## config.mk

```make
export PLATFORM = sky130hd
export DESIGN_NAME = pinbank_io
export DESIGN_NICKNAME = d
export VERILOG_FILES = /design/src/rtl/pinbank_pkg.sv /design/src/rtl/pinbank_sync.sv /design/src/rtl/pinbank_detect.sv /design/src/rtl/pinbank_io.sv
export SDC_FILE = /design/constraint.sdc
export NUM_CORES = 1
export LEC_CHECK = 0
export ABC_CLOCK_PERIOD_IN_PS = 4300
export BUFFER_PORTS_ARGS = -buffer_cell sky130_fd_sc_hd__buf_2
export CAP_MARGIN = 25
export CORE_MARGIN = 2
export CORE_UTILIZATION = 40
export DETAILED_ROUTE_END_ITERATION = 16
export GPL_ROUTABILITY_DRIVEN = 0
export HOLD_SLACK_MARGIN = 0.15
export PLACE_DENSITY = 0.59
export SLEW_MARGIN = 20
export SYNTH_ARGS = -nofsm -noshare
export SYNTH_HDL_FRONTEND = slang
export SYNTH_SLANG_ARGS = --single-unit
```

## constraint.sdc

```tcl
create_clock -name clk -period 4.3 [get_ports clk]
set_clock_uncertainty 0.1 [all_clocks]
set_input_delay 0.86 -clock clk [delete_from_list [all_inputs] [get_ports clk]]
set_output_delay 0.86 -clock clk [all_outputs]
set_load 0.005 [all_outputs]
```

## src/rtl/pinbank_pkg.sv

```systemverilog
package pinbank_pkg;

    localparam int PINS = 8;

    typedef logic [PINS-1:0] pinvec_t;

    // Word index inside the control page; the order fixes the offsets.
    typedef enum logic [2:0] {
        REG_DIR   = 3'd0,
        REG_SENSE = 3'd1,
        REG_BOTH  = 3'd2,
        REG_EVT   = 3'd3,
        REG_IEN   = 3'd4,
        REG_RAW   = 3'd5,
        REG_MIS   = 3'd6,
        REG_CLR   = 3'd7
    } ctl_sel_t;

    typedef struct packed {
        pinvec_t dir;
        pinvec_t sense;
        pinvec_t both;
        pinvec_t evt;
        pinvec_t ien;
    } ctl_regs_t;

    function automatic pinvec_t merge_masked(pinvec_t old_v, pinvec_t new_v, pinvec_t m);
        return (old_v & ~m) | (new_v & m);
    endfunction

endpackage

```

## src/rtl/pinbank_sync.sv

```systemverilog
module pinbank_sync #(
    parameter int W      = 8,
    parameter int STAGES = 2
) (
    input  logic         clk,
    input  logic         rst,
    input  logic [W-1:0] d,
    output logic [W-1:0] q
);
    logic [W-1:0] chain [STAGES];

    always_ff @(posedge clk) begin
        if (rst) begin
            for (int k = 0; k < STAGES; k++) chain[k] <= '0;
        end else begin
            chain[0] <= d;
            for (int k = 1; k < STAGES; k++) chain[k] <= chain[k-1];
        end
    end

    assign q = chain[STAGES-1];
endmodule

```

## src/rtl/pinbank_detect.sv

```systemverilog
module pinbank_detect (
    input  logic clk,
    input  logic rst,
    input  logic lvl,
    input  logic sense,
    input  logic both,
    input  logic evt,
    input  logic clr,
    output logic raw
);
    logic prev, held;
    logic rise, fall, hit;

    assign rise = lvl & ~prev;
    assign fall = ~lvl & prev;
    assign hit  = both ? (rise | fall) : (evt ? rise : fall);

    always_ff @(posedge clk) begin
        if (rst) begin
            prev <= 1'b0;
            held <= 1'b0;
        end else begin
            prev <= lvl;
            if (sense)    held <= 1'b0;
            else if (hit) held <= 1'b1;
            else if (clr) held <= 1'b0;
        end
    end

    assign raw = sense ? (lvl ~^ evt) : held;

    // a latched edge stays until a clear arrives
    assert_edge_sticky_R6: assert property (@(posedge clk) disable iff (rst)
        (held && !sense && !clr) |=> held);

    // detection on the clearing edge keeps the bit set
    assert_hit_beats_clear_R9: assert property (@(posedge clk) disable iff (rst)
        (!sense && hit) |=> held);

    // a clear with no new edge drops the bit
    assert_clear_drops_R9: assert property (@(posedge clk) disable iff (rst)
        (!sense && clr && !hit) |=> !held);
endmodule

```

## src/rtl/pinbank_io.sv

```systemverilog
module pinbank_io
    import pinbank_pkg::*;
#(
    parameter int ADDR_W      = 12,
    parameter int SYNC_STAGES = 2
) (
    input  logic              clk,
    input  logic              rst,
    input  logic              bus_wr,
    input  logic              bus_rd,
    input  logic [ADDR_W-1:0] bus_addr,
    input  logic [PINS-1:0]   bus_wdata,
    output logic [PINS-1:0]   bus_rdata,
    input  logic [PINS-1:0]   pin_in,
    output logic [PINS-1:0]   pin_out,
    output logic [PINS-1:0]   pin_oe,
    output logic              irq_out
);
    localparam int MASK_LO = 2;
    localparam int MASK_HI = MASK_LO + PINS - 1;
    localparam int PAGE_W  = ADDR_W - MASK_HI - 1;

    // ---------------- address decode ----------------
    logic              aligned, hit_data, hit_ctl;
    logic [PAGE_W-1:0] page;
    pinvec_t           mask;
    ctl_sel_t          sel;

    assign aligned  = (bus_addr[1:0] == 2'b00);
    assign page     = bus_addr[ADDR_W-1:MASK_HI+1];
    assign mask     = bus_addr[MASK_HI:MASK_LO];
    assign sel      = ctl_sel_t'(bus_addr[4:2]);
    assign hit_data = aligned && (page == '0);
    assign hit_ctl  = aligned && (page == PAGE_W'(1)) && (bus_addr[MASK_HI:5] == '0);

    // ---------------- register file ----------------
    ctl_regs_t regs;
    pinvec_t   out_q;

    always_ff @(posedge clk) begin
        if (rst) begin
            regs  <= '0;
            out_q <= '0;
        end else if (bus_wr) begin
            if (hit_data) begin
                out_q <= merge_masked(out_q, bus_wdata, mask);
            end else if (hit_ctl) begin
                case (sel)
                    REG_DIR:   regs.dir   <= bus_wdata;
                    REG_SENSE: regs.sense <= bus_wdata;
                    REG_BOTH:  regs.both  <= bus_wdata;
                    REG_EVT:   regs.evt   <= bus_wdata;
                    REG_IEN:   regs.ien   <= bus_wdata;
                    default:   ;
                endcase
            end
        end
    end

    pinvec_t clr_vec;
    assign clr_vec = (bus_wr && hit_ctl && sel == REG_CLR) ? bus_wdata : '0;

    // ---------------- input path ----------------
    pinvec_t lvl;

    pinbank_sync #(.W(PINS), .STAGES(SYNC_STAGES)) u_sync (
        .clk (clk),
        .rst (rst),
        .d   (pin_in),
        .q   (lvl)
    );

    pinvec_t raw, mis;

    for (genvar g = 0; g < PINS; g++) begin : g_pin
        pinbank_detect u_det (
            .clk   (clk),
            .rst   (rst),
            .lvl   (lvl[g]),
            .sense (regs.sense[g]),
            .both  (regs.both[g]),
            .evt   (regs.evt[g]),
            .clr   (clr_vec[g]),
            .raw   (raw[g])
        );
    end

    assign mis     = raw & regs.ien;
    assign irq_out = |mis;

    // ---------------- outputs and read mux ----------------
    pinvec_t pin_view;
    assign pin_view = (out_q & regs.dir) | (lvl & ~regs.dir);
    assign pin_out  = out_q;
    assign pin_oe   = regs.dir;

    always_comb begin
        bus_rdata = '0;
        if (bus_rd) begin
            if (hit_data) begin
                bus_rdata = pin_view & mask;
            end else if (hit_ctl) begin
                case (sel)
                    REG_DIR:   bus_rdata = regs.dir;
                    REG_SENSE: bus_rdata = regs.sense;
                    REG_BOTH:  bus_rdata = regs.both;
                    REG_EVT:   bus_rdata = regs.evt;
                    REG_IEN:   bus_rdata = regs.ien;
                    REG_RAW:   bus_rdata = raw;
                    REG_MIS:   bus_rdata = mis;
                    default:   bus_rdata = '0;
                endcase
            end
        end
    end

    // the written direction byte appears on the enables
    assert_oe_follows_dir_R1: assert property (@(posedge clk) disable iff (rst)
        (bus_wr && hit_ctl && sel == REG_DIR) |=> (pin_oe == $past(bus_wdata)));

    // pins outside the address mask keep their output value
    assert_unmasked_hold_R2: assert property (@(posedge clk) disable iff (rst)
        (bus_wr && hit_data) |=>
        (((pin_out ^ $past(pin_out)) & ~$past(bus_addr[MASK_HI:MASK_LO])) == '0));

    // no interrupt can leave while every enable is off
    assert_quiet_when_disabled_R10: assert property (@(posedge clk) disable iff (rst)
        (regs.ien == '0) |-> !irq_out);
endmodule

```

==> insert_results.sql <==
INSERT INTO impl_metrics (metric_group, metric, value, unit) VALUES
('yosys', 'avgSynthCellArea', '8.35', 'um^2'),
('setup_path', 'worst-path-max-fanout', '25', ''),
('yosys', 'asyncSetResetFlopFracSynth', '0', ''),
('timing', 'totalNegativeSetupSlack', '0', 'ns'),
('yosys', 'synth_sequential_area_ratio', '0.394', ''),
('timing', 'drv_slew', '0', ''),
('yosys', 'ys_top_cells_by_area', 'dfxtp_1 39%, mux2i_1 8.4%, nand2_1 7.0%', ''),
('setup_path', 'crit_path_start_kind', 'primary input', ''),
('finish', 'filler_cell_count', '1023', ''),
('clocking', 'clock_tree_from_tritoncts', 'built', ''),
('clocking', 'clock_insertion_delay_worst_skew', '0.37', 'ns'),
('flow_run', 'total_of_max_cap_violations', '0', ''),
('routing', 'avgViaCountPerCell', '5.21', ''),
('floorplanning', 'die_h', '105', 'um'),
('yosys', 'number_of_enable_flip_flop_cells_after_synthesis', '0', ''),
('finish', 'drive_gt1_frac', '0.169', ''),
('clocking', 'clock-root-buffer', 'clkbuf_8', ''),
('power', 'power_leakage', '0.00177', 'uW'),
('timing', 'final.setup.worst_slack', '0.685', 'ns'),
('yosys', 'synth_largest_type_area_fraction', '0.394', ''),
('floorplanning', 'pin_count', '57', ''),
('yosys', 'synth.largest_area_cell', 'dfxtp_1', ''),
('setup_path', 'launch_point_of_the_worst_reg_to_reg_path', 'u_sync.chain[0][8]$_SDFF_PP0_', ''),
('setup_path', 'criticalPathCategory', 'primary input to primary output', ''),
('routing', 'initialDrtViolationCount', '181', ''),
('finish', 'syn2layout_area_growth', '11.3', '%'),
('grt', 'grt_first_pass_wirelength', '16.4', 'mm'),
('timing', 'finalSetupViolCount', '0', ''),
('floorplanning', 'die_w', '105', 'um'),
('clocking', 'holdBufCountCts', '0', ''),
('floorplanning', 'initial_cell_density_of_the_core', '0.413', ''),
('floorplanning', 'floorplan.die_area', '0.0110', 'mm^2'),
('clocking', 'cts.sink_count', '80', ''),
('yosys', 'synth_nets', '534', ''),
('timing', 'period_minus_slack', '3.61', 'ns'),
('grt', 'globalRouteTotalUtil', '0.193', ''),
('power', 'power_density', '306', 'mW/mm^2'),
('routing', 'wl_per_cell', '15.7', 'um'),
('power', 'total_power_consumption_of_the_routed_design', '1380', 'uW'),
('grt', 'antenna_found_initial', '0', ''),
('timing', 'max_clock_freq', '277', 'MHz'),
('yosys', 'post_synth_inst_count', '486', ''),
('grt', 'grt_pass1_vias', '3135', ''),
('timing', 'unrepaired_setup_endpoints_after_global_routing', 'no', ''),
('min_path', 'hold_path_class', 'register to register', ''),
('yosys', 'yosys_warnings', '0', ''),
('clocking', 'cts_inserted_buffers', '9', ''),
('clocking', 'cts_buffer_depth', '2', ''),
('grt', 'grt_start_max_net_pins', '49', ''),
('floorplanning', 'placeable_core_region', '0.00982', 'mm^2'),
('clocking', 'postCtsResizedCells', '0', ''),
('yosys', 'synth-seq-cells', '80', ''),
('place', 'dp_worst_setup_slack', '0.747', 'ns'),
('routing', 'antenna_left', '0', ''),
('grt', 'grt_overflow_total', '0', ''),
('finish', 'finalNetCount', '571', ''),
('yosys', 'count_of_distinct_cell_types_in_the_synthesized_netlist', '35', ''),
('routing', 'routed_wl', '10.4', 'mm'),
('setup_path', 'timing.reg2reg.setup_slack', '2.90', 'ns'),
('yosys', 'synth_top_flop_cell', 'dfxtp_1', ''),
('timing', 'finalCritPeriodShare', '0.841', ''),
('timing', 'worst_pin_slew', '0.850', 'ns'),
('finish', 'num_antenna_cells', '0', ''),
('clocking', 'cts_setup_buffers', '0', ''),
('min_path', 'holdCritStartpoint', 'u_sync.chain[0][3]$_SDFF_PP0_', ''),
('clocking', 'cts_max_level', '3', ''),
('place', 'place.detailed.hpwl', '7.15', 'mm'),
('routing', 'drc', '0', ''),
('setup_path', 'worst-endpoint-required', '3.34', 'ns'),
('routing', 'num_vias', '3443', ''),
('timing', 'finalHoldViolCount', '0', ''),
('power', 'max-vdd-ir-drop', '0.000134', 'V'),
('outcome', 'outcome', 'completed', ''),
('clocking', 'worst_setup_hold_path_clk_slew', '0.07', 'ns'),
('yosys', 'synthesis.area', '0.00406', 'mm^2'),
('timing', 'timing.max_slew.rel_slack', '0.431', ''),
('setup_path', 'cp-end-kind', 'primary output', ''),
('setup_path', 'critPathLaunch', 'bus_addr[4]', ''),
('setup_path', 'crit_arrival', '2.65', 'ns'),
('floorplanning', 'floorplan.rows', '36', ''),
('routing', 'drt_pre_antenna_iters', '5', ''),
('place', 'port-buffer-count', '56', '');
==> sequential cells by signal, summed over array words and instances (netlist names), named ones only <==
| signal | count |
|---|---|
| g_pin.u_det.held | 8 |
| regs | 32 |
| pin_oe | 8 |
| u_sync.chain | 16 |
| g_pin.u_det.prev | 8 |
==> per-layer routing <==
metal / part of all wire / track usage / wire, um / vias up
met3: 0.054 / 0.0399 / 563 / 16
met4: 0.020 / 0.0762 / 209 / 0
met5: 0 / 0 / 0 / -
met2: 0.47 / 0.308 / 4880 / 100
met1: 0.45 / 0.255 / 4710 / 1613
li1: - / - / - / 1714
==> synth_stat cells, drive strengths merged, types with 10 or more instances <==
library cell / n
nand3: 10
inv: 30
o21ai: 37
a21oi: 35
ha: 16
nor2: 41
nand2: 76
mux2: 14
nor2b: 21
dfxtp: 80
mux2i: 34
clkbuf: 13
buf: 18
==> power by group <==
| group | internal (uW) | switching, uW |
|---|---|---|
| Clock | 257 | 268 |
| Sequential | 752 | 6.26 |
| Combinational | 36.8 | 63.0 |
| Total | 1050 | 337 |
==> critical path, stage by stage <==
cell	delay (ns)
buf_2	0.34
nor2b_1	0.32
nor2b_1	0.45
a22o_1	0.20
a21oi_1	0.04
o21ai_0	0.26
buf_2	0.17
==> through the flow <==
step	instance area [um^2]	utilization	instances	hold WS [ns]
floorplan	4060	-	486	0.314
global placement	4330	0.441	645	0.316
detailed placement	4330	0.441	645	0.326
CTS	4520	0.460	661	0.344
global route	4520	0.460	661	0.357
finish	4520	0.460	661	0.339
==> placed cells by master, fill, tap and decap left out, types with 10 or more instances in the layout <==
cell type and instances:
dfxtp_1 80, nand2_1 76, buf_2 56, nor2_1 41
o21ai_0 37, a21oi_1 35, mux2i_1 34, inv_1 30
nor2b_1 21, ha_1 16, mux2_2 14, clkbuf_8 12
nand3_1 10
==> cell type report <==
class	instances	area, um^2	area share
sequential	80	1600	0.354
timing repair buffer	57	288	0.0637
multi-input combinational	345	2160	0.479
clock buffer	14	173	0.0382
inverter	30	113	0.0249
tap	133	166	0.0368
clock inverter	2	12.5	0.00277
==> cells by family after synthesis <==
logic type / count (synthesis) / share of synthesized area
buf+inv: 61 / 0.0724
compound gates: 109 / 0.158
xor+xnor: 8 / 0.0173
simple gates: 164 / 0.186
fa+ha+maj: 16 / 0.0493
flops: 80 / 0.394
mux: 48 / 0.123
==> final timing paths <==
path	end	cells past startpoint
max reg2reg	g_pin[0].u_det.held$_SDFFE_PP0P_	5
min	u_sync.chain[0][11]$_SDFF_PP0_	1
max	bus_rdata[6]	7
min reg2reg	u_sync.chain[0][11]$_SDFF_PP0_	1
Note: power is estimated with default switching activity, not from simulation.
